`config.mk`:
```
export PLATFORM = sky130hd
export DESIGN_NAME = opp_seq
export DESIGN_NICKNAME = d
export VERILOG_FILES = /design/src/rtl/opp_pkg.sv /design/src/rtl/opp_table.sv /design/src/rtl/opp_settle_timer.sv /design/src/rtl/opp_cmd_fmt.sv /design/src/rtl/opp_seq.sv
export SDC_FILE = /design/constraint.sdc
export NUM_CORES = 1
export LEC_CHECK = 0
export BUFFER_PORTS_ARGS = -buffer_cell sky130_fd_sc_hd__buf_4
export CAP_MARGIN = 15
export CORE_ASPECT_RATIO = 0.5
export CORE_UTILIZATION = 55
export CTS_CLUSTER_SIZE = 28
export DETAILED_ROUTE_END_ITERATION = 16
export PLACE_DENSITY_LB_ADDON = 0.25
export SLEW_MARGIN = 10
export SYNTH_ARGS = -nofsm -noshare
export SYNTH_HDL_FRONTEND = slang
export SYNTH_SLANG_ARGS = --single-unit
export TNS_END_PERCENT = 30
```
`constraint.sdc`:
```
create_clock -name clk -period 10 [get_ports clk]
set_clock_uncertainty 0.05 [all_clocks]
set_input_delay 2 -clock clk [delete_from_list [all_inputs] [get_ports clk]]
set_output_delay 2 -clock clk [all_outputs]
set_load 0.05 [all_outputs]
```
`src/rtl/opp_pkg.sv`:
```
package opp_pkg;
  localparam int FREQ_W = 16;
  localparam int DATA_W = 24;

  typedef enum logic [2:0] {
    CMD_VOLT = 3'd0, CMD_BUS = 3'd1, CMD_SRC_ON = 3'd2,
    CMD_SRC_OFF = 3'd3, CMD_PLL = 3'd4, CMD_MUX = 3'd5
  } cmd_e;

  typedef enum logic [1:0] {
    RSN_NORMAL = 2'd0, RSN_IDLE = 2'd1, RSN_PC = 2'd2, RSN_RSVD = 2'd3
  } rsn_e;

  typedef enum logic [3:0] {
    ST_IDLE, ST_LOOK, ST_VUP, ST_SETTLE, ST_BUP, ST_BKON, ST_BKMUX, ST_POFF,
    ST_PCFG, ST_TON, ST_SW, ST_BKOFF, ST_OOFF, ST_BDN, ST_VDN, ST_FIN
  } step_e;

  typedef struct packed {
    logic [FREQ_W-1:0] freq;
    logic [2:0]        src;   // bit 2 set: fixed source, never gated
    logic [2:0]        sel;
    logic [3:0]        div;
    logic [7:0]        bus;
    logic [10:0]       mv;
    logic [7:0]        pl;
    logic [3:0]        pm;
    logic [3:0]        pn;
    logic              pre;
  } opp_t;

  function automatic opp_t mk(int f, int s, int se, int dv, int b, int m,
                              int l, int mm, int n, int p);
    opp_t e;
    e.freq = FREQ_W'(f);
    e.src  = 3'(s);
    e.sel  = 3'(se);
    e.div  = 4'(dv);
    e.bus  = 8'(b);
    e.mv   = 11'(m);
    e.pl   = 8'(l);
    e.pm   = 4'(mm);
    e.pn   = 4'(n);
    e.pre  = 1'(p);
    return e;
  endfunction

  function automatic opp_t opp_entry(int i);
    case (i)
      0: return mk(20,   6, 0, 0, 30,  850,  0, 0, 0, 0);
      1: return mk(120,  3, 5, 5, 60,  900,  0, 0, 0, 0);
      2: return mk(190,  7, 1, 0, 60,  900,  0, 0, 0, 0);
      3: return mk(240,  3, 5, 2, 60,  900,  0, 0, 0, 0);
      4: return mk(760,  1, 2, 0, 150, 1050, 0, 0, 0, 0);
      5: return mk(800,  2, 3, 0, 255, 1100, 42, 0, 1, 0);
      6: return mk(1000, 2, 3, 0, 255, 1200, 53, 1, 3, 0);
      7: return mk(1400, 2, 3, 0, 255, 1250, 73, 0, 1, 1);
      default: return '0;
    endcase
  endfunction

  function automatic logic [7:0] volt_code(logic [10:0] mv);
    int st;
    st = int'(mv) / 25 - 30;
    return {3'b111, st[4:0]};
  endfunction

  function automatic logic gateable(logic [2:0] s);
    return !s[2];
  endfunction

  function automatic step_e next_step(step_e s, rsn_e r);
    case (s)
      ST_VUP:   return ST_SETTLE;
      ST_SETTLE: return ST_BUP;
      ST_BUP:   return ST_BKON;
      ST_BKON:  return ST_BKMUX;
      ST_BKMUX: return ST_POFF;
      ST_POFF:  return ST_PCFG;
      ST_PCFG:  return ST_TON;
      ST_TON:   return ST_SW;
      ST_SW:    return ST_BKOFF;
      ST_BKOFF: return (r == RSN_IDLE) ? ST_FIN : ST_OOFF;
      ST_OOFF:  return ST_BDN;
      ST_BDN:   return (r == RSN_PC) ? ST_FIN : ST_VDN;
      ST_VDN:   return ST_FIN;
      default:  return ST_IDLE;
    endcase
  endfunction
endpackage

```
`src/rtl/opp_table.sv`:
```
module opp_table import opp_pkg::*; #(
  parameter int N_OPP = 8,
  parameter int IDX_W = 3
) (
  input  logic              clk,
  input  logic              rst,
  input  logic [FREQ_W-1:0] key,
  output logic              hit,
  output logic [IDX_W-1:0]  hit_idx,
  input  logic [IDX_W-1:0]  rd0_idx,
  output opp_t              rd0,
  input  logic [IDX_W-1:0]  rd1_idx,
  output opp_t              rd1
);
  logic [N_OPP-1:0] match;

  for (genvar g = 0; g < N_OPP; g++) begin : g_cmp
    localparam opp_t ENT = opp_entry(g);
    assign match[g] = (ENT.freq == key);
  end

  always_comb begin
    hit_idx = '0;
    for (int i = N_OPP - 1; i >= 0; i--)
      if (match[i]) hit_idx = IDX_W'(i);
  end

  assign hit = |match;
  assign rd0 = opp_entry(int'(rd0_idx));
  assign rd1 = opp_entry(int'(rd1_idx));

  AST_LOOKUP_UNIQUE: assert property (@(posedge clk) disable iff (rst)
    $onehot0(match));
endmodule

```
`src/rtl/opp_settle_timer.sv`:
```
module opp_settle_timer #(
  parameter int CYC = 7750
) (
  input  logic clk,
  input  logic rst,
  input  logic go,
  output logic done
);
  localparam int CW = $clog2(CYC + 1);
  logic [CW-1:0] cnt;

  always_ff @(posedge clk) begin
    if (rst)            cnt <= '0;
    else if (go)        cnt <= CW'(CYC);
    else if (cnt != '0) cnt <= cnt - 1'b1;
  end

  assign done = (cnt == '0);

  AST_SETTLE_LOAD: assert property (@(posedge clk) disable iff (rst)
    go |=> !done);
  AST_SETTLE_STEP: assert property (@(posedge clk) disable iff (rst)
    (!go && cnt != '0) |=> cnt == $past(cnt) - 1'b1);
endmodule

```
`src/rtl/opp_cmd_fmt.sv`:
```
module opp_cmd_fmt import opp_pkg::*; #(
  parameter logic [2:0] PLL_SRC = 3'd2
) (
  input  step_e             step,
  input  opp_t              cur,
  input  opp_t              tgt,
  input  opp_t              bak,
  output logic              need,
  output cmd_e              kind,
  output logic [DATA_W-1:0] data
);
  logic both;
  assign both = (cur.src == PLL_SRC) && (tgt.src == PLL_SRC);

  always_comb begin
    need = 1'b0;
    kind = CMD_VOLT;
    data = '0;
    case (step)
      ST_VUP:   begin need = tgt.mv > cur.mv;   data[7:0] = volt_code(tgt.mv); end
      ST_BUP:   begin need = tgt.bus > cur.bus; kind = CMD_BUS; data[7:0] = tgt.bus; end
      ST_BKON:  begin need = both && gateable(bak.src); kind = CMD_SRC_ON; data[2:0] = bak.src; end
      ST_BKMUX: begin need = both; kind = CMD_MUX; data[6:0] = {bak.sel, bak.div}; end
      ST_POFF:  begin need = both; kind = CMD_SRC_OFF; data[2:0] = PLL_SRC; end
      ST_PCFG:  begin
        need = tgt.src == PLL_SRC;
        kind = CMD_PLL;
        data[16:0] = {tgt.pre, tgt.pn, tgt.pm, tgt.pl};
      end
      ST_TON:   begin
        need = ((cur.src != tgt.src) && gateable(tgt.src)) || both;
        kind = CMD_SRC_ON; data[2:0] = tgt.src;
      end
      ST_SW:    begin need = 1'b1; kind = CMD_MUX; data[6:0] = {tgt.sel, tgt.div}; end
      ST_BKOFF: begin need = both && gateable(bak.src); kind = CMD_SRC_OFF; data[2:0] = bak.src; end
      ST_OOFF:  begin
        need = (cur.src != tgt.src) && gateable(cur.src);
        kind = CMD_SRC_OFF; data[2:0] = cur.src;
      end
      ST_BDN:   begin need = tgt.bus < cur.bus; kind = CMD_BUS; data[7:0] = tgt.bus; end
      ST_VDN:   begin need = tgt.mv < cur.mv;   data[7:0] = volt_code(tgt.mv); end
      default:  need = 1'b0;
    endcase
  end
endmodule

```
`src/rtl/opp_seq.sv`:
```
module opp_seq import opp_pkg::*; #(
  parameter int N_OPP     = 8,
  parameter int RESET_IDX = 3,
  parameter int BAK_IDX   = 4,
  parameter int PLL_SRC   = 2,
  parameter int CLK_PS    = 8000,
  parameter int SETTLE_NS = 62000
) (
  input  logic              clk,
  input  logic              rst,
  input  logic              req_valid,
  output logic              req_ready,
  input  logic [FREQ_W-1:0] req_freq,
  input  logic [1:0]        req_reason,
  output logic              cmd_valid,
  output logic [2:0]        cmd_kind,
  output logic [DATA_W-1:0] cmd_data,
  input  logic              cmd_ack,
  input  logic              cmd_fail,
  output logic              done,
  output logic              err,
  output logic              warn,
  output logic [FREQ_W-1:0] cur_freq
);
  localparam int   SETTLE_CYC = (SETTLE_NS * 1000) / CLK_PS;
  localparam int   IDX_W      = (N_OPP > 1) ? $clog2(N_OPP) : 1;
  localparam opp_t BAK_E      = opp_entry(BAK_IDX);
  localparam opp_t RST_E      = opp_entry(RESET_IDX);

  step_e             step;
  rsn_e              rsn_q;
  logic [FREQ_W-1:0] key_q;
  logic [IDX_W-1:0]  cur_idx, start_idx, tgt_idx, hit_idx;
  logic              hit, warn_q, need, tmr_go, tmr_done;
  opp_t              start_e, tgt_e;
  cmd_e              fmt_kind;
  logic [DATA_W-1:0] fmt_data;

  opp_table #(.N_OPP(N_OPP), .IDX_W(IDX_W)) u_table (
    .clk(clk), .rst(rst), .key(key_q), .hit(hit), .hit_idx(hit_idx),
    .rd0_idx(start_idx), .rd0(start_e), .rd1_idx(tgt_idx), .rd1(tgt_e)
  );

  opp_cmd_fmt #(.PLL_SRC(3'(PLL_SRC))) u_fmt (
    .step(step), .cur(start_e), .tgt(tgt_e), .bak(BAK_E),
    .need(need), .kind(fmt_kind), .data(fmt_data)
  );

  assign tmr_go = (step == ST_VUP) && cmd_valid && cmd_ack && !cmd_fail;

  opp_settle_timer #(.CYC(SETTLE_CYC)) u_timer (
    .clk(clk), .rst(rst), .go(tmr_go), .done(tmr_done)
  );

  assign req_ready = (step == ST_IDLE);

  always_ff @(posedge clk) begin
    if (rst) begin
      step      <= ST_IDLE;
      rsn_q     <= RSN_NORMAL;
      key_q     <= '0;
      cur_idx   <= IDX_W'(RESET_IDX);
      start_idx <= '0;
      tgt_idx   <= '0;
      cur_freq  <= RST_E.freq;
      cmd_valid <= 1'b0;
      cmd_kind  <= '0;
      cmd_data  <= '0;
      done      <= 1'b0;
      err       <= 1'b0;
      warn      <= 1'b0;
      warn_q    <= 1'b0;
    end else begin
      done <= 1'b0;
      unique case (step)
        ST_IDLE: if (req_valid) begin
          key_q <= req_freq;
          rsn_q <= rsn_e'(req_reason);
          step  <= ST_LOOK;
        end
        ST_LOOK: begin
          if (key_q == cur_freq || !hit) begin
            done <= 1'b1;
            err  <= (key_q != cur_freq);
            warn <= 1'b0;
            step <= ST_IDLE;
          end else begin
            tgt_idx   <= hit_idx;
            start_idx <= cur_idx;
            warn_q    <= 1'b0;
            step      <= ST_VUP;
          end
        end
        ST_SETTLE: if (tmr_done) step <= ST_BUP;
        ST_FIN: begin
          done <= 1'b1;
          err  <= 1'b0;
          warn <= warn_q;
          step <= ST_IDLE;
        end
        default: begin
          if (!cmd_valid) begin
            if (need) begin
              cmd_valid <= 1'b1;
              cmd_kind  <= fmt_kind;
              cmd_data  <= fmt_data;
            end else begin
              step <= (step == ST_VUP) ? ST_BUP : next_step(step, rsn_q);
            end
          end else if (cmd_ack) begin
            cmd_valid <= 1'b0;
            if (cmd_fail && (step == ST_VUP || step == ST_BUP)) begin
              done <= 1'b1;
              err  <= 1'b1;
              warn <= 1'b0;
              step <= ST_IDLE;
            end else begin
              if (cmd_fail) warn_q <= 1'b1;
              if (step == ST_SW) begin
                cur_idx  <= tgt_idx;
                cur_freq <= tgt_e.freq;
              end
              step <= next_step(step, rsn_q);
            end
          end
        end
      endcase
    end
  end

  AST_CMD_HOLD: assert property (@(posedge clk) disable iff (rst)
    (cmd_valid && !cmd_ack) |=> (cmd_valid && $stable(cmd_kind) && $stable(cmd_data)));
  AST_BUSY_AFTER_TAKE: assert property (@(posedge clk) disable iff (rst)
    (req_valid && req_ready) |=> !req_ready);
  AST_DONE_PULSE: assert property (@(posedge clk) disable iff (rst)
    done |=> !done);
  AST_FIXED_NOT_GATED: assert property (@(posedge clk) disable iff (rst)
    (cmd_valid && (cmd_kind == CMD_SRC_ON || cmd_kind == CMD_SRC_OFF)) |-> !cmd_data[2]);
  AST_SETTLE_QUIET: assert property (@(posedge clk) disable iff (rst)
    (step == ST_SETTLE) |-> !cmd_valid);
  AST_IDLE_NO_CMD: assert property (@(posedge clk) disable iff (rst)
    req_ready |-> !cmd_valid);
  AST_ERR_NOT_WARN: assert property (@(posedge clk) disable iff (rst)
    (done && err) |-> !warn);
  AST_ABORT_KEEPS_FREQ: assert property (@(posedge clk) disable iff (rst)
    (done && err) |-> $stable(cur_freq));
endmodule

```
==> results of run 1 <==
worst max-delay path, delay by kind of cell, from the launching register on:
kind                     cells  cell delay (ns)
AO/OA/AOI/OAI                7             1.76
flip-flops                   1             0.87
AND/OR/NAND/NOR              5             0.72
adder cells (fa/ha/maj)      2             0.49
multiplexers                 1             0.45
XOR/XNOR                     1             0.18
power breakdown:
group / internal, mW / switching [mW] / total [mW]
registers: 0.500 / 0.0325 / 0.532
logic: 0.0882 / 0.143 / 0.231
clock network: 0.400 / 0.227 / 0.627
total: 0.988 / 0.403 / 1.39
final cells by class:
| class | instances | area share, % |
|---|---|---|
| Tap cell | 165 | 2.66 |
| Sequential cell | 118 | 30.5 |
| Multi-Input combinational cell | 658 | 50.9 |
| Inverter | 52 | 2.52 |
| Clock buffer | 18 | 5.66 |
| Clock inverter | 14 | 2.26 |
| Timing Repair Buffer | 57 | 5.52 |
metal layers:
metal / vias up / global-route usage, % / wire [um]
met5: - / 0 / 0
met4: 0 / 9.13 / 289
met3: 25 / 5.32 / 882
met2: 194 / 45.2 / 7700
met1: 2881 / 35.1 / 8060
li1: 3097 / - / -
cells in the final DEF (no fill, tap or decap), types with 8 or more instances in the layout:
cell and count:
nand2_1 117, inv_1 51, conb_1 18, xor2_1 12
clkbuf_16 17, o21ai_0 35, nand3_1 29, a211oi_1 8
xnor2_1 12, nor4_1 8, dfxtp_1 118, ha_1 25
nor3_1 24, nor2b_1 18, a31oi_1 8, nand4_1 9
nor2_1 83, nand2b_1 15, buf_4 57, mux2i_1 11
or3_1 10, a21oi_1 80
final timing paths:
kind / start / endpoint / depth (start not counted)
max: u_table.rd1[41] / cmd_data[2] / 16
min: u_table.rd1[53] / cur_freq[7] / 2
max reg2reg: u_table.rd1[41] / cmd_data[2] / 16
min reg2reg: u_table.rd1[53] / cur_freq[7] / 2
flip-flops by register name, summed over array words and instances, names as in the netlist:
| signal | cells |
|---|---|
| u_table.rd1 | 30 |
| key_q | 16 |
| u_table.rd0 | 15 |
| u_timer.cnt | 13 |
| cmd_data | 11 |
| cur_freq | 10 |
| step | 4 |
| cmd_kind | 3 |
| cur_idx | 3 |
| start_idx | 3 |
| tgt_idx | 3 |
| rsn_q | 2 |
| cmd_valid | 1 |
| done | 1 |
| err | 1 |
| warn | 1 |
| warn_q | 1 |
cell families after synthesis:
family	share of synthesized area, %
buf+inv	8.14
compound gates	20.8
fa+ha+maj	4.77
flops	34.8
simple gates	25.6
xor+xnor	3.33
mux	2.45
other cells	0.0552
==> results.tsv, run 1 <==
metric	value	unit
status	finished, final reports clean	
Detailed Place HPWL	11.8	mm
largest net degree at the start of global routing	67	
Synth cell types	83	
Remaining Overflow, GRT	0	
crit path DAT	4.91	ns
Core Util, Final	65.1	%
Post-synth top cells	dfxtp_1, nand2_1, nor2_1, a21oi_1, inv_1	
most used cell, CP	nor2_1	
clock sinks	118	
maximum clock insertion buffer count	2	
sequential cell area	2360	um^2
Starting DRT DRC Count	452	
die extent in x	159	um
hold slack	0.399	ns
GRT Total Usage	27.0	%
CTS Hold Bufs	0	
Setup Viol. Count Final	0	
Peak VDD IR	0.175	mV
setup tns final	0	ns
multi-input logic area	3950	um^2
Fillers	1017	
CP max stage cell	dfxtp_1	
Site Rows	28	
Root Buffer	clkbuf_16	
antenna cells	0	
drt pass-1 iters	6	
Top Ports	71	
per-cell routed wire length	15.7	um
power per cell area	179	nW/um^2
Cell Chain, Critical Path	xor2_1 > o221a_1 > o31ai_1 > o21a_1 > mux2_2 > o32a_4 > nor2b_1 > ha_1 > nor4bb_1 > nor2_1 > a21o_1 > ha_1 > a221oi_1 > nor2_1 > a21oi_1 > nor2_1	
Layout area overhead	14.2	%
vias	6197	
initial antenna violation count	0	
core area	11900	um^2
dpl cell area	7140	um^2
IO Port Bufs	52	
WL final	16.9	mm
Hold Crit Class	flip-flop to flip-flop	
Post-synth EDFFs	0	
FMAX	214	MHz
Pwr Total	1.39	mW
Syn Std Cell Area	6790	um^2
CP peak stage delay	0.87	ns
Die Height	80.6	um
max cap viols	0	
H-tree lvl count	4	
startpoint types	flip-flop	
Yosys top cell by area	dfxtp_1	
crit path max fanout	26	
antenna-violating nets left	0	
Final Hold Vio Count	0	
fin cells	1082	
setup bufs post-CTS	0	
synth top area cells	dfxtp_1, nand2_1, a21oi_1	
FF+latch count, synth	118	
vias per cell	5.73	
Slew Viols, Final	0	
clock slew at reported path FFs	0.06	ns
vias in the first global route	5590	
most common cell in the netlist	dfxtp_1	
placed insts	1050	
sequential element share of the synthesized area	34.8	%
Worst-Margin Slew	1.10	ns
initial core utilization	57.0	%
data required time at the worst endpoint	10.23	ns
Cells after Synth	883	
R2R setup slack	5.33	ns
post-CTS resize count	0	
Slew HR	26.4	%
CTS buffer count	17	
Setup Slack @ Placement	5.41	ns
post-synthesis async set-or-reset flop share	0	%
share of cells above drive strength 1	12.6	%
nets@finish	952	
Mapped Avg Cell Area	7.69	um^2
ys flop type	dfxtp_1	
Tmin final	4.67	ns
first-pass GRT wire length	27.6	mm
# DRC	0	
post-route setup slack	5.33	ns
Final period util	46.7	%
CTS tree	built	
Static Leak	3.19	nW
RSZ-0062 raised after global routing	no	
die area	12800	um^2
fin area	7760	um^2
CP Capture Type	flip-flop	
Placer Congestion	0.907	
Clk Latency, worst-skew pair	0.42	ns
Warnings, synthesis	0	
post-synth top area share	34.8	%
CP Class	flip-flop to flip-flop	
No activity file was read; power rests on OpenSTA's default activity.
==> inputs of run 2 (changes only) <==
- ABC_AREA: not set -> 1
- clock period: 10 -> 4.4 ns (I/O delays scaled with it)
==> run 2 against run 1 <==
Against the previous run:
- non-clock buffer count up 2
- setup slack worse by 4.9 ns
- sequential cell count stayed put
- synthesized cell count is 3.5% higher
- critical path depth is 16 higher
- highest routed layer unchanged
- sequential power up 140%
==> results.tsv, run 2 <==
metric	value	unit	change
status	finished, final reports clean		unchanged
H-tree lvl count	4		unchanged
Fillers	956		was 1017
Layout area overhead	16.2	%	was 14.2%
Warnings, synthesis	0		unchanged
sequential cell area	2360	um^2	about the same
RSZ-0062 raised after global routing	no		unchanged
Hold Crit Class	flip-flop to flip-flop		unchanged
Post-synth EDFFs	0		unchanged
Yosys top cell by area	dfxtp_1		unchanged
most used cell, CP	nand2_1		was nor2_1
ys flop type	dfxtp_1		unchanged
die extent in x	155	um	was 159 um
CP peak stage delay	0.41	ns	was 0.87 ns
Remaining Overflow, GRT	0		unchanged
Site Rows	27		was 28
Mapped Avg Cell Area	7.06	um^2	was 7.69 um^2
Top Ports	71		unchanged
post-synthesis async set-or-reset flop share	0	%	unchanged
Die Height	78.6	um	was 80.6 um
Slew Viols, Final	0		unchanged
initial core utilization	57.5	%	was 57.0%
Slew HR	36.4	%	was 26.4%
sequential element share of the synthesized area	36.6	%	was 34.8%
Starting DRT DRC Count	462		was 452
Final Hold Vio Count	0		unchanged
fin area	7500	um^2	was 7760 um^2
Post-synth top cells	nand2_1, inv_1, dfxtp_1, nor2_1, a21oi_1		was dfxtp_1, nand2_1, nor2_1, a21oi_1, inv_1
startpoint types	flip-flop		unchanged
Worst-Margin Slew	0.947	ns	was 1.10 ns
nets@finish	1018		was 952
CP max stage cell	dfxtp_2		was dfxtp_1
antenna-violating nets left	0		unchanged
Syn Std Cell Area	6450	um^2	was 6790 um^2
Detailed Place HPWL	11.8	mm	about the same
critical path depth in cells	32		was 16
Placer Congestion	0.951		was 0.907
FMAX	251	MHz	was 214 MHz
die area	12200	um^2	was 12800 um^2
max cap viols	0		unchanged
post-route setup slack	0.408	ns	was 5.33 ns
CP Buf/Inv Count	4		was 0
CTS Hold Bufs	0		unchanged
Synth cell types	54		was 83
Setup Slack @ Placement	0.341	ns	was 5.41 ns
maximum clock insertion buffer count	2		unchanged
# DRC	0		unchanged
Tmin final	3.99	ns	was 4.67 ns
multi-input logic area	3430	um^2	was 3950 um^2
clock slew at reported path FFs	0.06	ns	about the same
Static Leak	3.42	nW	was 3.19 nW
vias	6177		was 6197
clock sinks	118		unchanged
Peak VDD IR	0.294	mV	was 0.175 mV
core area	11200	um^2	was 11900 um^2
setup tns final	0	ns	unchanged
IO Port Bufs	52		unchanged
most common cell in the netlist	nand2_1		was dfxtp_1
synth top area cells	dfxtp_1, nand2_1, inv_1		was dfxtp_1, nand2_1, a21oi_1
power per cell area	509	nW/um^2	was 179 nW/um^2
CTS buffer count	17		unchanged
first-pass GRT wire length	26.9	mm	was 27.6 mm
cell class contributing the biggest share of worst-path delay	simple AND/OR/NAND/NOR gates		was compound AO/OA/AOI/OAI gates
Final period util	90.7	%	was 46.7%
Cells after Synth	914		was 883
per-cell routed wire length	14.2	um	was 15.7 um
max FFs per register	30		unchanged
vias per cell	5.41		was 5.73
Root Buffer	clkbuf_16		unchanged
largest net degree at the start of global routing	39		was 67
post-synth top area share	36.6	%	was 34.8%
initial antenna violation count	0		unchanged
most common cell after layout, fill and taps aside	nand2_1		was dfxtp_1
GRT Total Usage	27.7	%	was 27.0%
dpl cell area	6940	um^2	was 7140 um^2
CTS tree	built		unchanged
vias in the first global route	5784		was 5590
Setup Viol. Count Final	0		unchanged
commonest non-fill, non-tap cells in the layout	nand2_1, inv_1, dfxtp_1		was dfxtp_1, nand2_1, nor2_1
WL final	16.2	mm	was 16.9 mm
FF-to-FF path depth	32		was 16
CP Capture Type	flip-flop		unchanged
crit path DAT	4.21	ns	was 4.91 ns
crit path max fanout	8		was 26
data required time at the worst endpoint	4.62	ns	was 10.23 ns
drt pass-1 iters	8		was 6
share of cells above drive strength 1	14.5	%	was 12.6%
antenna cells	0		unchanged
CP Class	flip-flop to flip-flop		unchanged
FF+latch count, synth	118		unchanged
Clk Latency, worst-skew pair	0.41	ns	was 0.42 ns
hold path cells	2		unchanged
-- run 2: path summary, 6_finish.rpt --
path | from | slack [ns] | to
setup / recovery | u_table.rd1[41] | 0.41 | cmd_data[3]
hold / removal | u_table.rd1[52] | 0.40 | cur_freq[6]
setup reg to reg | u_table.rd1[41] | 0.41 | cmd_data[3]
hold reg to reg | u_table.rd1[52] | 0.40 | cur_freq[6]
-- run 2: timing repair --
action,4_1_cts,5_1_grt
setup buffers,0,0
resized for setup,0,2
setup endpoints to repair,0,1
-- run 2: area by class of cell --
class                      instances  share of cell area (%)
clock inverter                    13                    1.69
tap                              159                    2.65
sequential                       118                    31.5
multi-input combinational        640                    45.7
timing repair buffer              59                    5.91
inverter                         134                    6.71
clock buffer                      19                    5.77
-- run 2: cells by family after synthesis --
logic type,after synthesis,share of synthesized area [%]
DFF,118,36.6
adders and majority gates,25,4.85
other,1,0.0581
and+or+nand+nor,414,30.1
buffers and inverters,173,11.2
AOI/OAI and AO/OA,171,15.4
xor gates and xnor gates,12,1.75
-- run 2: tightest hold or removal path, cell delays in order, from the launching register on --
cell and delay [ns]:
dfxtp_1 0.31, nand2_1 0.05, nand3_1 0.07
-- run 2: power breakdown --
part | total [mW] | leakage, nW | switching (mW) | internal [mW]
Clock | 1.30 | 0.260 | 0.516 | 0.782
Combinational | 1.22 | 2.20 | 0.836 | 0.381
Sequential | 1.30 | 0.958 | 0.108 | 1.19
-- run 2: per-layer routing --
layer | global-route usage, % | wire length (um) | vias to the layer above
li1 | - | - | 3107
met1 | 36.0 | 7500 | 2773
met2 | 45.8 | 7170 | 257
met3 | 5.85 | 1200 | 40
met4 | 9.41 | 335 | 0
met5 | 0 | 0 | -
-- run 2: metrics by stage --
step           hold WS, ns  util (%)  power, mW  instances
5_1_grt              0.418      66.9       4.04       1142
2_1_floorplan        0.370         -       2.25        931
3_5_place_dp         0.389      61.8       2.50       1110
3_3_place_gp         0.387      61.8       2.48       1110
4_1_cts              0.406      66.8       3.80       1142
6_report             0.403      66.9       3.81       1142
==> inputs of run 3 (changes only) <==
- CORE_UTILIZATION: 55 -> 38
==> run 3 against run 2 <==
Against the previous run:
- final cell count is 6.0% higher
- utilization is 21 points lower
- routed wire length is 2.1% higher
- hold slack better by 0.0069 ns
- via count is 2.0% lower
- cell area is 1.2% higher
- largest cell class unchanged
- highest routed layer unchanged
==> results.tsv, run 3 (synthesized netlist as in run 2, its figures left out) <==
metric	value	unit	change
data required time at the worst endpoint	4.62	ns	about the same
Slew Viols, Final	0		unchanged
CP Buf/Inv Count	3		was 4
antenna-violating nets left	0		unchanged
Tmin final	4.03	ns	was 3.99 ns
RSZ-0062 raised after global routing	no		unchanged
# DRC	0		unchanged
WL final	16.6	mm	was 16.2 mm
Fillers	1686		was 956
per-cell routed wire length	13.7	um	was 14.2 um
power per cell area	499	nW/um^2	was 509 nW/um^2
clock sinks	118		unchanged
Die Height	94.1	um	was 78.6 um
cell class contributing the biggest share of worst-path delay	simple AND/OR/NAND/NOR gates		unchanged
post-route setup slack	0.367	ns	was 0.408 ns
Hold Crit Class	flip-flop to flip-flop		unchanged
CTS tree	built		unchanged
maximum clock insertion buffer count	2		unchanged
die area	17500	um^2	was 12200 um^2
IO Port Bufs	52		unchanged
Starting DRT DRC Count	337		was 462
Detailed Place HPWL	12.5	mm	was 11.8 mm
status	finished, final reports clean		unchanged
worst setup path start	u_table.rd1[23]		was u_table.rd1[41]
Clk Latency, worst-skew pair	0.41	ns	about the same
CP peak stage delay	0.43	ns	was 0.41 ns
startpoint types	flip-flop		unchanged
initial antenna violation count	0		unchanged
core area	16500	um^2	was 11200 um^2
Root Buffer	clkbuf_16		unchanged
beginning of the worst hold path	warn		was u_table.rd1[52]
Placer Congestion	0.900		was 0.951
vias per cell	5.00		was 5.41
clock slew at reported path FFs	0.06	ns	about the same
max cap viols	0		unchanged
setup bufs post-CTS	0		unchanged
Remaining Overflow, GRT	0		unchanged
vias	6056		was 6177
Layout area overhead	17.6	%	was 16.2%
drt pass-1 iters	5		was 8
nets@finish	1019		was 1018
crit path max fanout	8		unchanged
max FFs per register	30		unchanged
H-tree lvl count	4		unchanged
CTS buffer count	17		unchanged
share of cells above drive strength 1	14.8	%	was 14.5%
largest net degree at the start of global routing	39		unchanged
GRT Total Usage	19.9	%	was 27.7%
Final Hold Vio Count	0		unchanged
CP max stage cell	dfxtp_1		was dfxtp_2
Final period util	91.7	%	was 90.7%
Peak VDD IR	0.282	mV	was 0.294 mV
crit path DAT	4.25	ns	was 4.21 ns
vias in the first global route	5552		was 5784
Static Leak	3.42	nW	about the same
most used cell, CP	nand2_1		unchanged
Worst-Margin Slew	0.912	ns	was 0.947 ns
CP Capture Type	flip-flop		unchanged
Slew HR	38.7	%	was 36.4%
Site Rows	33		was 27
worst reg2reg startpoint	u_table.rd1[23]		was u_table.rd1[41]
R2R setup slack	0.37	ns	was 0.41 ns
Setup Viol. Count Final	0		unchanged
die extent in x	186	um	was 155 um
most common cell after layout, fill and taps aside	nand2_1		unchanged
first-pass GRT wire length	27.4	mm	was 26.9 mm
FMAX	248	MHz	was 251 MHz
antenna cells	0		unchanged
initial core utilization	39.2	%	was 57.5%
setup tns final	0	ns	unchanged
Top Ports	71		unchanged
CP Class	flip-flop to flip-flop		unchanged
Setup Slack @ Placement	0.290	ns	was 0.341 ns
commonest non-fill, non-tap cells in the layout	nand2_1, inv_1, dfxtp_1		unchanged
-- run 3: changes by cell type in the layout (fill, tap and decap cells not counted), sizes merged --
cell / before / now
clkbuf: 19 / 17
bufinv: 1 / 0
inv: 134 / 137
buf: 59 / 60
-- run 3: final timing paths --
| check | depth (start not counted) | to |
|---|---|---|
| min | 2 | warn |
| max reg2reg | 32 | cmd_data[3] |
| min reg2reg | 2 | warn |
| max | 32 | cmd_data[3] |
-- run 3: metrics by stage --
step	hold WS, ns	cell area [um^2]	util [%]	total power, mW	cells
6_report	0.410	7580	46.0	3.78	1211
5_1_grt	0.430	7580	46.0	4.03	1211
2_1_floorplan	0.370	6520	-	2.25	931
4_1_cts	0.414	7580	46.0	3.80	1211
3_5_place_dp	0.399	7030	42.7	2.51	1179
3_3_place_gp	0.395	7030	42.7	2.50	1179
-- run 3: area by class of cell --
class | instances | area (um^2) | area share [%]
Sequential cell | 118 | 2370 | 31.2
Tap cell | 227 | 284 | 3.74
Clock buffer | 17 | 425 | 5.61
Timing Repair Buffer | 60 | 450 | 5.94
Multi-Input combinational cell | 640 | 3430 | 45.2
Clock inverter | 15 | 123 | 1.62
Inverter | 134 | 503 | 6.63
-- run 3: worst register-to-register path: cells and delay by family, from the launching register on --
family	cells	cell delay, ns
buf+inv	3	0.23
fa+ha+maj	2	0.40
simple gates	25	2.57
flops	1	0.43
compound gates	2	0.21
-- run 3: power by group --
| group | switching (mW) | leakage, nW | internal (mW) | total, mW |
|---|---|---|---|---|
| logic | 0.823 | 2.21 | 0.382 | 1.20 |
| clock network | 0.549 | 0.261 | 0.732 | 1.28 |
| registers | 0.108 | 0.958 | 1.19 | 1.30 |
-- run 3: routing by layer --
metal | GRT usage, % | wire, um
met5 | 0 | 0
met3 | 3.41 | 778
met4 | 6.35 | 245
met2 | 31.4 | 7340
met1 | 27.4 | 8180
-- run 3: timing repair --
action	CTS	global route
setup endpoints to repair	0	2
hold buffers	0	0
resized for setup	0	5
